<file path="src/rtl/srf_pkg.sv">
package srf_pkg;
  localparam int PL_W = 32;

  typedef struct packed {
    logic            has;
    logic [PL_W-1:0] data;
  } pl_t;

  // payload is forced to zero when the event carries none
  function automatic logic [PL_W-1:0] pl_gate(input logic has, input logic [PL_W-1:0] d);
    return has ? d : '0;
  endfunction
endpackage

</file>
<file path="src/rtl/srf_cam.sv">
module srf_cam #(
  parameter int KEY_W   = 16,
  parameter int ROW_W   = 8,
  parameter int ENTRIES = 8
) (
  input  logic                       clk,
  input  logic                       rst_n,
  input  logic                       wr_en,
  input  logic [$clog2(ENTRIES)-1:0] wr_idx,
  input  logic [KEY_W-1:0]           wr_key,
  input  logic [ROW_W-1:0]           wr_row,
  input  logic                       wr_vld,
  input  logic [KEY_W-1:0]           lk_key,
  output logic                       lk_hit,
  output logic [ROW_W-1:0]           lk_row
);
  logic [ENTRIES-1:0] vld;
  logic [KEY_W-1:0]   key [ENTRIES];
  logic [ROW_W-1:0]   row [ENTRIES];
  logic [ENTRIES-1:0] hit_vec;

  always_ff @(posedge clk) begin
    if (!rst_n) begin
      vld <= '0;
      for (int i = 0; i < ENTRIES; i++) begin
        key[i] <= '0;
        row[i] <= '0;
      end
    end else if (wr_en) begin
      vld[wr_idx] <= wr_vld;
      key[wr_idx] <= wr_key;
      row[wr_idx] <= wr_row;
    end
  end

  for (genvar g = 0; g < ENTRIES; g++) begin : g_match
    assign hit_vec[g] = vld[g] && (key[g] == lk_key);
  end

  // lowest matching index takes priority
  always_comb begin
    lk_hit = |hit_vec;
    lk_row = '0;
    for (int i = ENTRIES - 1; i >= 0; i--)
      if (hit_vec[i]) lk_row = row[i];
  end
endmodule

</file>
<file path="src/rtl/srf_fifo.sv">
module srf_fifo #(
  parameter int W     = 8,
  parameter int DEPTH = 4
) (
  input  logic         clk,
  input  logic         rst_n,
  input  logic         push,
  input  logic [W-1:0] din,
  input  logic         pop,
  output logic [W-1:0] dout,
  output logic         empty
);
  localparam int AW = $clog2(DEPTH);

  logic [W-1:0] mem [DEPTH];
  logic [AW:0]  wp, rp;

  always_ff @(posedge clk) begin
    if (!rst_n) begin
      wp <= '0;
      rp <= '0;
    end else begin
      if (push) wp <= wp + 1'b1;
      if (pop)  rp <= rp + 1'b1;
    end
  end

  always_ff @(posedge clk)
    if (push) mem[wp[AW-1:0]] <= din;

  assign empty = (wp == rp);
  assign dout  = mem[rp[AW-1:0]];
endmodule

</file>
<file path="src/rtl/srf_ring.sv">
module srf_ring #(
  parameter int DEPTH = 4
) (
  input  logic                     clk,
  input  logic                     rst_n,
  input  logic                     alloc_en,
  input  logic                     fill_en,
  input  logic                     retire_req,
  output logic [$clog2(DEPTH)-1:0] alloc_slot,
  output logic [$clog2(DEPTH)-1:0] head_slot,
  output logic                     full,
  output logic                     avail,
  output logic                     retire_ok,
  output logic                     idle_next
);
  localparam int AW = $clog2(DEPTH);

  logic [AW:0] al, tl, hd, hd_next;

  function automatic logic [AW:0] span(input logic [AW:0] a, input logic [AW:0] b);
    return a - b;
  endfunction

  assign full       = (span(al, hd) == (AW+1)'(DEPTH));
  assign avail      = (tl != hd);
  assign retire_ok  = retire_req && avail;
  assign hd_next    = hd + (AW+1)'(retire_ok);
  assign idle_next  = (tl == hd_next);
  assign alloc_slot = al[AW-1:0];
  assign head_slot  = hd[AW-1:0];

  always_ff @(posedge clk) begin
    if (!rst_n) begin
      al <= '0;
      tl <= '0;
      hd <= '0;
    end else begin
      if (alloc_en) al <= al + 1'b1;
      if (fill_en)  tl <= tl + 1'b1;
      hd <= hd_next;
    end
  end
endmodule

</file>
<file path="src/rtl/spike_row_fetch.sv">
module spike_row_fetch
  import srf_pkg::*;
#(
  parameter int ADDR_W = 16,
  parameter int ROW_W  = 8,
  parameter int CAM_N  = 8,
  parameter int BUF_N  = 4,
  parameter int CNT_W  = 8
) (
  input  logic                     clk,
  input  logic                     rst_n,
  input  logic                     pkt_valid,
  input  logic [ADDR_W-1:0]        pkt_addr,
  input  logic                     pkt_has_pl,
  input  logic [PL_W-1:0]          pkt_payload,
  input  logic                     tbl_we,
  input  logic [$clog2(CAM_N)-1:0] tbl_idx,
  input  logic [ADDR_W-1:0]        tbl_key,
  input  logic [ROW_W-1:0]         tbl_row,
  input  logic                     tbl_en,
  output logic                     dma_req_valid,
  input  logic                     dma_req_ack,
  output logic [ROW_W-1:0]         dma_req_row,
  output logic [$clog2(BUF_N)-1:0] dma_req_slot,
  output logic                     dma_req_has_pl,
  output logic [PL_W-1:0]          dma_req_payload,
  input  logic                     dma_done,
  output logic                     dma_done_ack,
  output logic                     svc_start,
  output logic                     buf_avail,
  output logic [$clog2(BUF_N)-1:0] buf_slot,
  input  logic                     buf_retire,
  output logic                     overflow,
  output logic [CNT_W-1:0]         miss_count,
  output logic [CNT_W-1:0]         drop_count
);
  localparam int BW    = $clog2(BUF_N);
  localparam int REQ_W = ROW_W + BW + $bits(pl_t);

  function automatic logic [CNT_W-1:0] sat_inc(input logic [CNT_W-1:0] c);
    return (&c) ? c : c + 1'b1;
  endfunction

  logic             lk_hit;
  logic [ROW_W-1:0] lk_row;
  logic             full, idle_next, retire_ok;
  logic [BW-1:0]    alloc_slot;
  logic             q_empty;
  logic [REQ_W-1:0] q_din, q_dout;
  logic             busy;
  pl_t              pl_in, pl_out;

  // named internal events
  logic ev_hit, ev_miss, ev_drop, ev_issue, ev_done, ev_retire;

  srf_cam #(.KEY_W(ADDR_W), .ROW_W(ROW_W), .ENTRIES(CAM_N)) u_cam (
    .clk(clk), .rst_n(rst_n),
    .wr_en(tbl_we), .wr_idx(tbl_idx), .wr_key(tbl_key), .wr_row(tbl_row), .wr_vld(tbl_en),
    .lk_key(pkt_addr), .lk_hit(lk_hit), .lk_row(lk_row)
  );

  assign ev_hit  = pkt_valid && lk_hit && !full;
  assign ev_drop = pkt_valid && lk_hit && full;
  assign ev_miss = pkt_valid && !lk_hit;

  assign pl_in = '{has: pkt_has_pl, data: pl_gate(pkt_has_pl, pkt_payload)};
  assign q_din = {lk_row, alloc_slot, pl_in};

  // queue depth equals ring depth: every entry owns a reserved slot, so it cannot overflow
  srf_fifo #(.W(REQ_W), .DEPTH(BUF_N)) u_q (
    .clk(clk), .rst_n(rst_n),
    .push(ev_hit), .din(q_din), .pop(ev_issue), .dout(q_dout), .empty(q_empty)
  );

  assign {dma_req_row, dma_req_slot, pl_out} = q_dout;
  assign dma_req_has_pl  = pl_out.has;
  assign dma_req_payload = pl_out.data;
  assign dma_req_valid   = !q_empty && !busy;
  assign ev_issue        = dma_req_valid && dma_req_ack;
  assign ev_done         = dma_done && busy;

  srf_ring #(.DEPTH(BUF_N)) u_ring (
    .clk(clk), .rst_n(rst_n),
    .alloc_en(ev_hit), .fill_en(ev_done), .retire_req(buf_retire),
    .alloc_slot(alloc_slot), .head_slot(buf_slot),
    .full(full), .avail(buf_avail), .retire_ok(retire_ok), .idle_next(idle_next)
  );

  assign ev_retire = retire_ok;

  always_ff @(posedge clk) begin
    if (!rst_n) begin
      busy         <= 1'b0;
      dma_done_ack <= 1'b0;
      svc_start    <= 1'b0;
      overflow     <= 1'b0;
      miss_count   <= '0;
      drop_count   <= '0;
    end else begin
      if (ev_issue)     busy <= 1'b1;
      else if (ev_done) busy <= 1'b0;
      dma_done_ack <= ev_done;
      svc_start    <= ev_done && idle_next;
      if (ev_drop) begin
        overflow   <= 1'b1;
        drop_count <= sat_inc(drop_count);
      end
      if (ev_miss) miss_count <= sat_inc(miss_count);
    end
  end
endmodule

</file>
<file path="config.mk">
export PLATFORM = sky130hd
export DESIGN_NAME = spike_row_fetch
export DESIGN_NICKNAME = d
export VERILOG_FILES = /design/src/rtl/srf_pkg.sv /design/src/rtl/srf_cam.sv /design/src/rtl/srf_fifo.sv /design/src/rtl/srf_ring.sv /design/src/rtl/spike_row_fetch.sv
export SDC_FILE = /design/constraint.sdc
export NUM_CORES = 1
export LEC_CHECK = 0
export BUFFER_PORTS_ARGS = -buffer_cell sky130_fd_sc_hd__buf_2
export CAP_MARGIN = 10
export CORE_MARGIN = 2
export CORE_UTILIZATION = 54
export CTS_CLUSTER_DIAMETER = 200
export DETAILED_ROUTE_END_ITERATION = 8
export PLACE_DENSITY_LB_ADDON = 0.1
export RECOVER_POWER = 25
export SYNTH_ARGS = -nofsm -noshare
export SYNTH_HDL_FRONTEND = slang
export SYNTH_SLANG_ARGS = --single-unit
</file>
<file path="constraint.sdc">
create_clock -name clk -period 4.95 [get_ports clk]
set_input_delay 0.495 -clock clk [delete_from_list [all_inputs] [get_ports clk]]
set_output_delay 0.495 -clock clk [all_outputs]
set_load 0.01 [all_outputs]
</file>
==> impl_metrics.csv <==
group,metric,value,unit
logic_synthesis,postSynthAreaPerCell,14.2,sq um
cells_and_area,layout_commonest_cell,"edfxtp_1",
die,start_util,54.9,%
cts,cts_made_buffers,43,
sta,worst_pin_slew,1910,ps
routing,dr_total_vias,11000,
flow_run,cap_violations,3,
sta,drv_slew,78,
global_routing,grt_busiest_layer,"met1",
routing,drt_iter0_drc,1028,
setup_path,start_kind,"flop",
logic_synthesis,synth_cells,1300,
cells_and_area,area_growth,14.7,%
logic_synthesis,async_reset_ff_share,0,%
worst_hold_path,hold_start,"dma_done",
die,fp.dieW,189,microns
setup_path,path_max_fanout,17,
sta,rsz0062_at_grt,"no",
sta,tns,0,ps
routing,drt_wl_total,44700,microns
run_status,status,"finished with violations",
die,die_area,35600,sq um
logic_synthesis,yosys_most_used_dff,"edfxtp_1",
setup_path,crit_start,"u_cam.key[2][9]",
pwr,cellPowerDensity,356,nW/um^2
worst_hold_path,hp-class,"in -> reg",
sta,fin_crit_sh,75.5,%
setup_path,path_class,"reg -> reg",
sta,finClkSkew,16.3,ps
setup_path,ff2ff_setup_slack,1210,ps
placed_design,gp_congestion,0.926,
cts,cts_htree_levels,2,
logic_synthesis,syn-num-nets,1397,
cts,cts_root_buffer,"clkbuf_16",
logic_synthesis,synth.distinct_cells,51,
sta,min_period,3740,ps
cts,cts_setup_buffers,0,
pwr,seq_power_share,52.0,%
cells_and_area,layout_common_cells,"edfxtp_1, and2_1, buf_2",
run_status,violations,"max-capacitance violations, max-slew violations",
placed_design,pre_cts_ws,850,ps
logic_synthesis,synth-seq-cells,409,
die,io-pin-count,150,
die,die_h,189,microns
cts,worstSkewPairLatency,550,ps
routing,drt_pass1_iterations,5,
pwr,comb_power_share,5.8,%
cts,cts-hold-fix-buffers,0,
setup_path,reg2reg_from,"u_cam.key[2][9]",
logic_synthesis,netlist_area,18400,sq um
pwr,p_clk_share,42.2,%
global_routing,grt_pass1_wl,67200,microns
cts,cts.sinks,409,
worst_hold_path,whs_path_depth,3,
logic_synthesis,ys_seq_area_share,64.2,%
setup_path,arrival,3960,ps
pwr,leakage,7.50,nW
global_routing,antenna_found_initial,0,
setup_path,cp-end-kind,"flop",
die,core_area,33500,sq um
cells_and_area,drive_above_1_share,21.0,%
sta,slew_headroom,-27.3,%
routing,vias_per_cell,5.66,
setup_path,required,5170,ps
cells_and_area,final_nets,1555,
global_routing,use_met1,38.2,%
sta,fmax,0.268,GHz
routing,drc,0,
cts,cts.path.max_buffers,3,
placed_design,io_buffers,149,
pwr,sw_frac_of_total,22.4,%
logic_synthesis,yosysWarnings,0,
cts,post_cts_resized,0,
setup_path,reg2reg_depth,8,
pwr,fin_total_pwr,0.00753,W
sta,final.setup.worst_slack,1210,ps
pwr,vdd_drop_max,0.000271,V
global_routing,use_met2,38.2,%
placed_design,detailed_place_hpwl,30400,microns
worst_hold_path,min_to,"u_ring.tl[1]",
pwr,power_switching,0.00168,W
global_routing,grt_pass1_vias,10900,
global_routing,met3_usage,4.66,%
cts,clk_pin_slew_worst_paths,60,ps
die,row_count,67,
routing,wl_per_cell,23.0,microns
global_routing,overflow,0,
sta,finalSetupViolations,0,
cts,cts_tree,"done",
global_routing,gr-usage-all-layers,25.4,%
logic_synthesis,synth_edf_count,364,
setup_path,timing.rr.end,"u_q.mem[0][2]",
pwr,p_int,0.00585,W
sta,hold_violations,0,
routing,detail-route-antenna-nets,0,
global_routing,grt_max_degree,54,
==> worst max-delay path: stages, from the launching register on <==
cell and delay [ps]:
edfxtp_1 390, xor2_1 170, or4_1 510, or4_1 600, o22a_4 360, and3_1 200
a41o_1 380, nor2_4 430, buf_4 350
==> power groups by stage <==
stage,Clock [W],Combinational (W),Sequential [W]
global placement,0,0.000430,0.00398
finish,0.00318,0.000433,0.00392
CTS,0.00323,0.000435,0.00391
global route,0.00335,0.000464,0.00392
floorplan,0,0.000240,0.00397
detailed placement,0,0.000433,0.00399
==> synth_stat cells (2+ instances only) <==
| master | number | share of area (%) |
|---|---|---|
| nand3_1 | 24 | 0.65 |
| nand2b_1 | 18 | 0.61 |
| nor2b_1 | 3 | 0.10 |
| a21boi_0 | 7 | 0.29 |
| o21ai_0 | 31 | 0.84 |
| nand4_1 | 39 | 1.3 |
| nor4_2 | 3 | 0.20 |
| nand2_1 | 48 | 0.98 |
| mux2i_1 | 34 | 1.8 |
| edfxtp_1 | 364 | 59 |
| nand3b_1 | 7 | 0.29 |
| dfxtp_1 | 45 | 4.9 |
| a31oi_1 | 3 | 0.10 |
| a22oi_1 | 4 | 0.16 |
| o41ai_1 | 2 | 0.095 |
| buf_2 | 11 | 0.30 |
| mux4_2 | 43 | 5.3 |
| xnor2_1 | 98 | 4.7 |
| nor3_1 | 22 | 0.60 |
| and2_1 | 230 | 7.8 |
| o311ai_0 | 2 | 0.095 |
| o31ai_1 | 4 | 0.16 |
| mux2_2 | 13 | 0.79 |
| inv_1 | 29 | 0.59 |
| buf_6 | 3 | 0.18 |
| ha_1 | 13 | 0.88 |
| clkbuf_1 | 46 | 0.94 |
| buf_4 | 2 | 0.081 |
| xor2_1 | 49 | 2.3 |
| and3_1 | 16 | 0.54 |
| o221ai_1 | 8 | 0.38 |
| or2_2 | 3 | 0.10 |
| a21oi_1 | 5 | 0.14 |
| buf_1 | 4 | 0.081 |
| or4_1 | 15 | 0.61 |
| nor4_1 | 10 | 0.34 |
| nor2_1 | 24 | 0.49 |
| and4_1 | 4 | 0.19 |
| mux2_1 | 2 | 0.12 |
==> final cells by class <==
| cell class | count | area [sq um] |
|---|---|---|
| clock inverter | 27 | 251 |
| sequential | 409 | 11800 |
| tap | 448 | 561 |
| inverter | 30 | 113 |
| timing repair buffer | 179 | 993 |
| multi-input combinational | 795 | 6240 |
| clock buffer | 53 | 1130 |
| antenna | 1 | 2.50 |
| fill | 2558 | 12400 |
==> sequential cells by signal (all words and copies together), names as in the netlist, named ones only <==
signal,flops
u_cam.row,64
busy,1
dma_done_ack,1
svc_start,1
u_ring.hd,3
u_cam.key,128
u_ring.al,3
u_q.wp,3
u_ring.tl,3
miss_count,8
u_cam.vld,8
overflow,1
u_q.rp,3
u_q.mem,172
drop_count,8
==> stage by stage <==
step           utilization (%)  cells  hold slack (ps)  area (sq um)
2_1_floorplan                -   1300              455         18400
3_3_place_gp              59.1   1861              451         19800
3_5_place_dp              59.1   1861              473         19800
4_1_cts                   63.2   1941              247         21200
5_1_grt                   63.0   1941              268         21100
6_report                  63.0   1942              260         21100
==> worst max-delay path by stage <==
stage | to | slack [ps] | cells after the start
after floorplan | u_q.mem[3][0] | 150 | 9
after global placement | u_q.mem[0][22] | 900 | 9
after detailed placement | u_q.mem[0][30] | 850 | 9
after CTS | u_q.mem[0][22] | 1190 | 8
after global routing | u_q.mem[0][22] | 1070 | 8
final | u_q.mem[0][2] | 1210 | 8
==> per-layer routing <==
metal	vias up	wire length, microns
met5	-	0
met2	384	19700
met4	0	968
met3	64	2890
li1	5079	-
met1	5474	21100
==> cells by family (layout without fill, tap and decap cells) <==
group	Yosys count	count (layout)	synth area share (%)
AO/OA/AOI/OAI	70	70	2.49
XOR/XNOR	147	147	6.99
multiplexers	92	92	8.02
other	0	1	0
adder cells (fa/ha/maj)	13	13	0.883
flip-flops	409	409	64.2
AND/OR/NAND/NOR	473	473	15.2
buffers and inverters	96	289	2.19
Note: power is estimated with default switching activity, not from simulation.
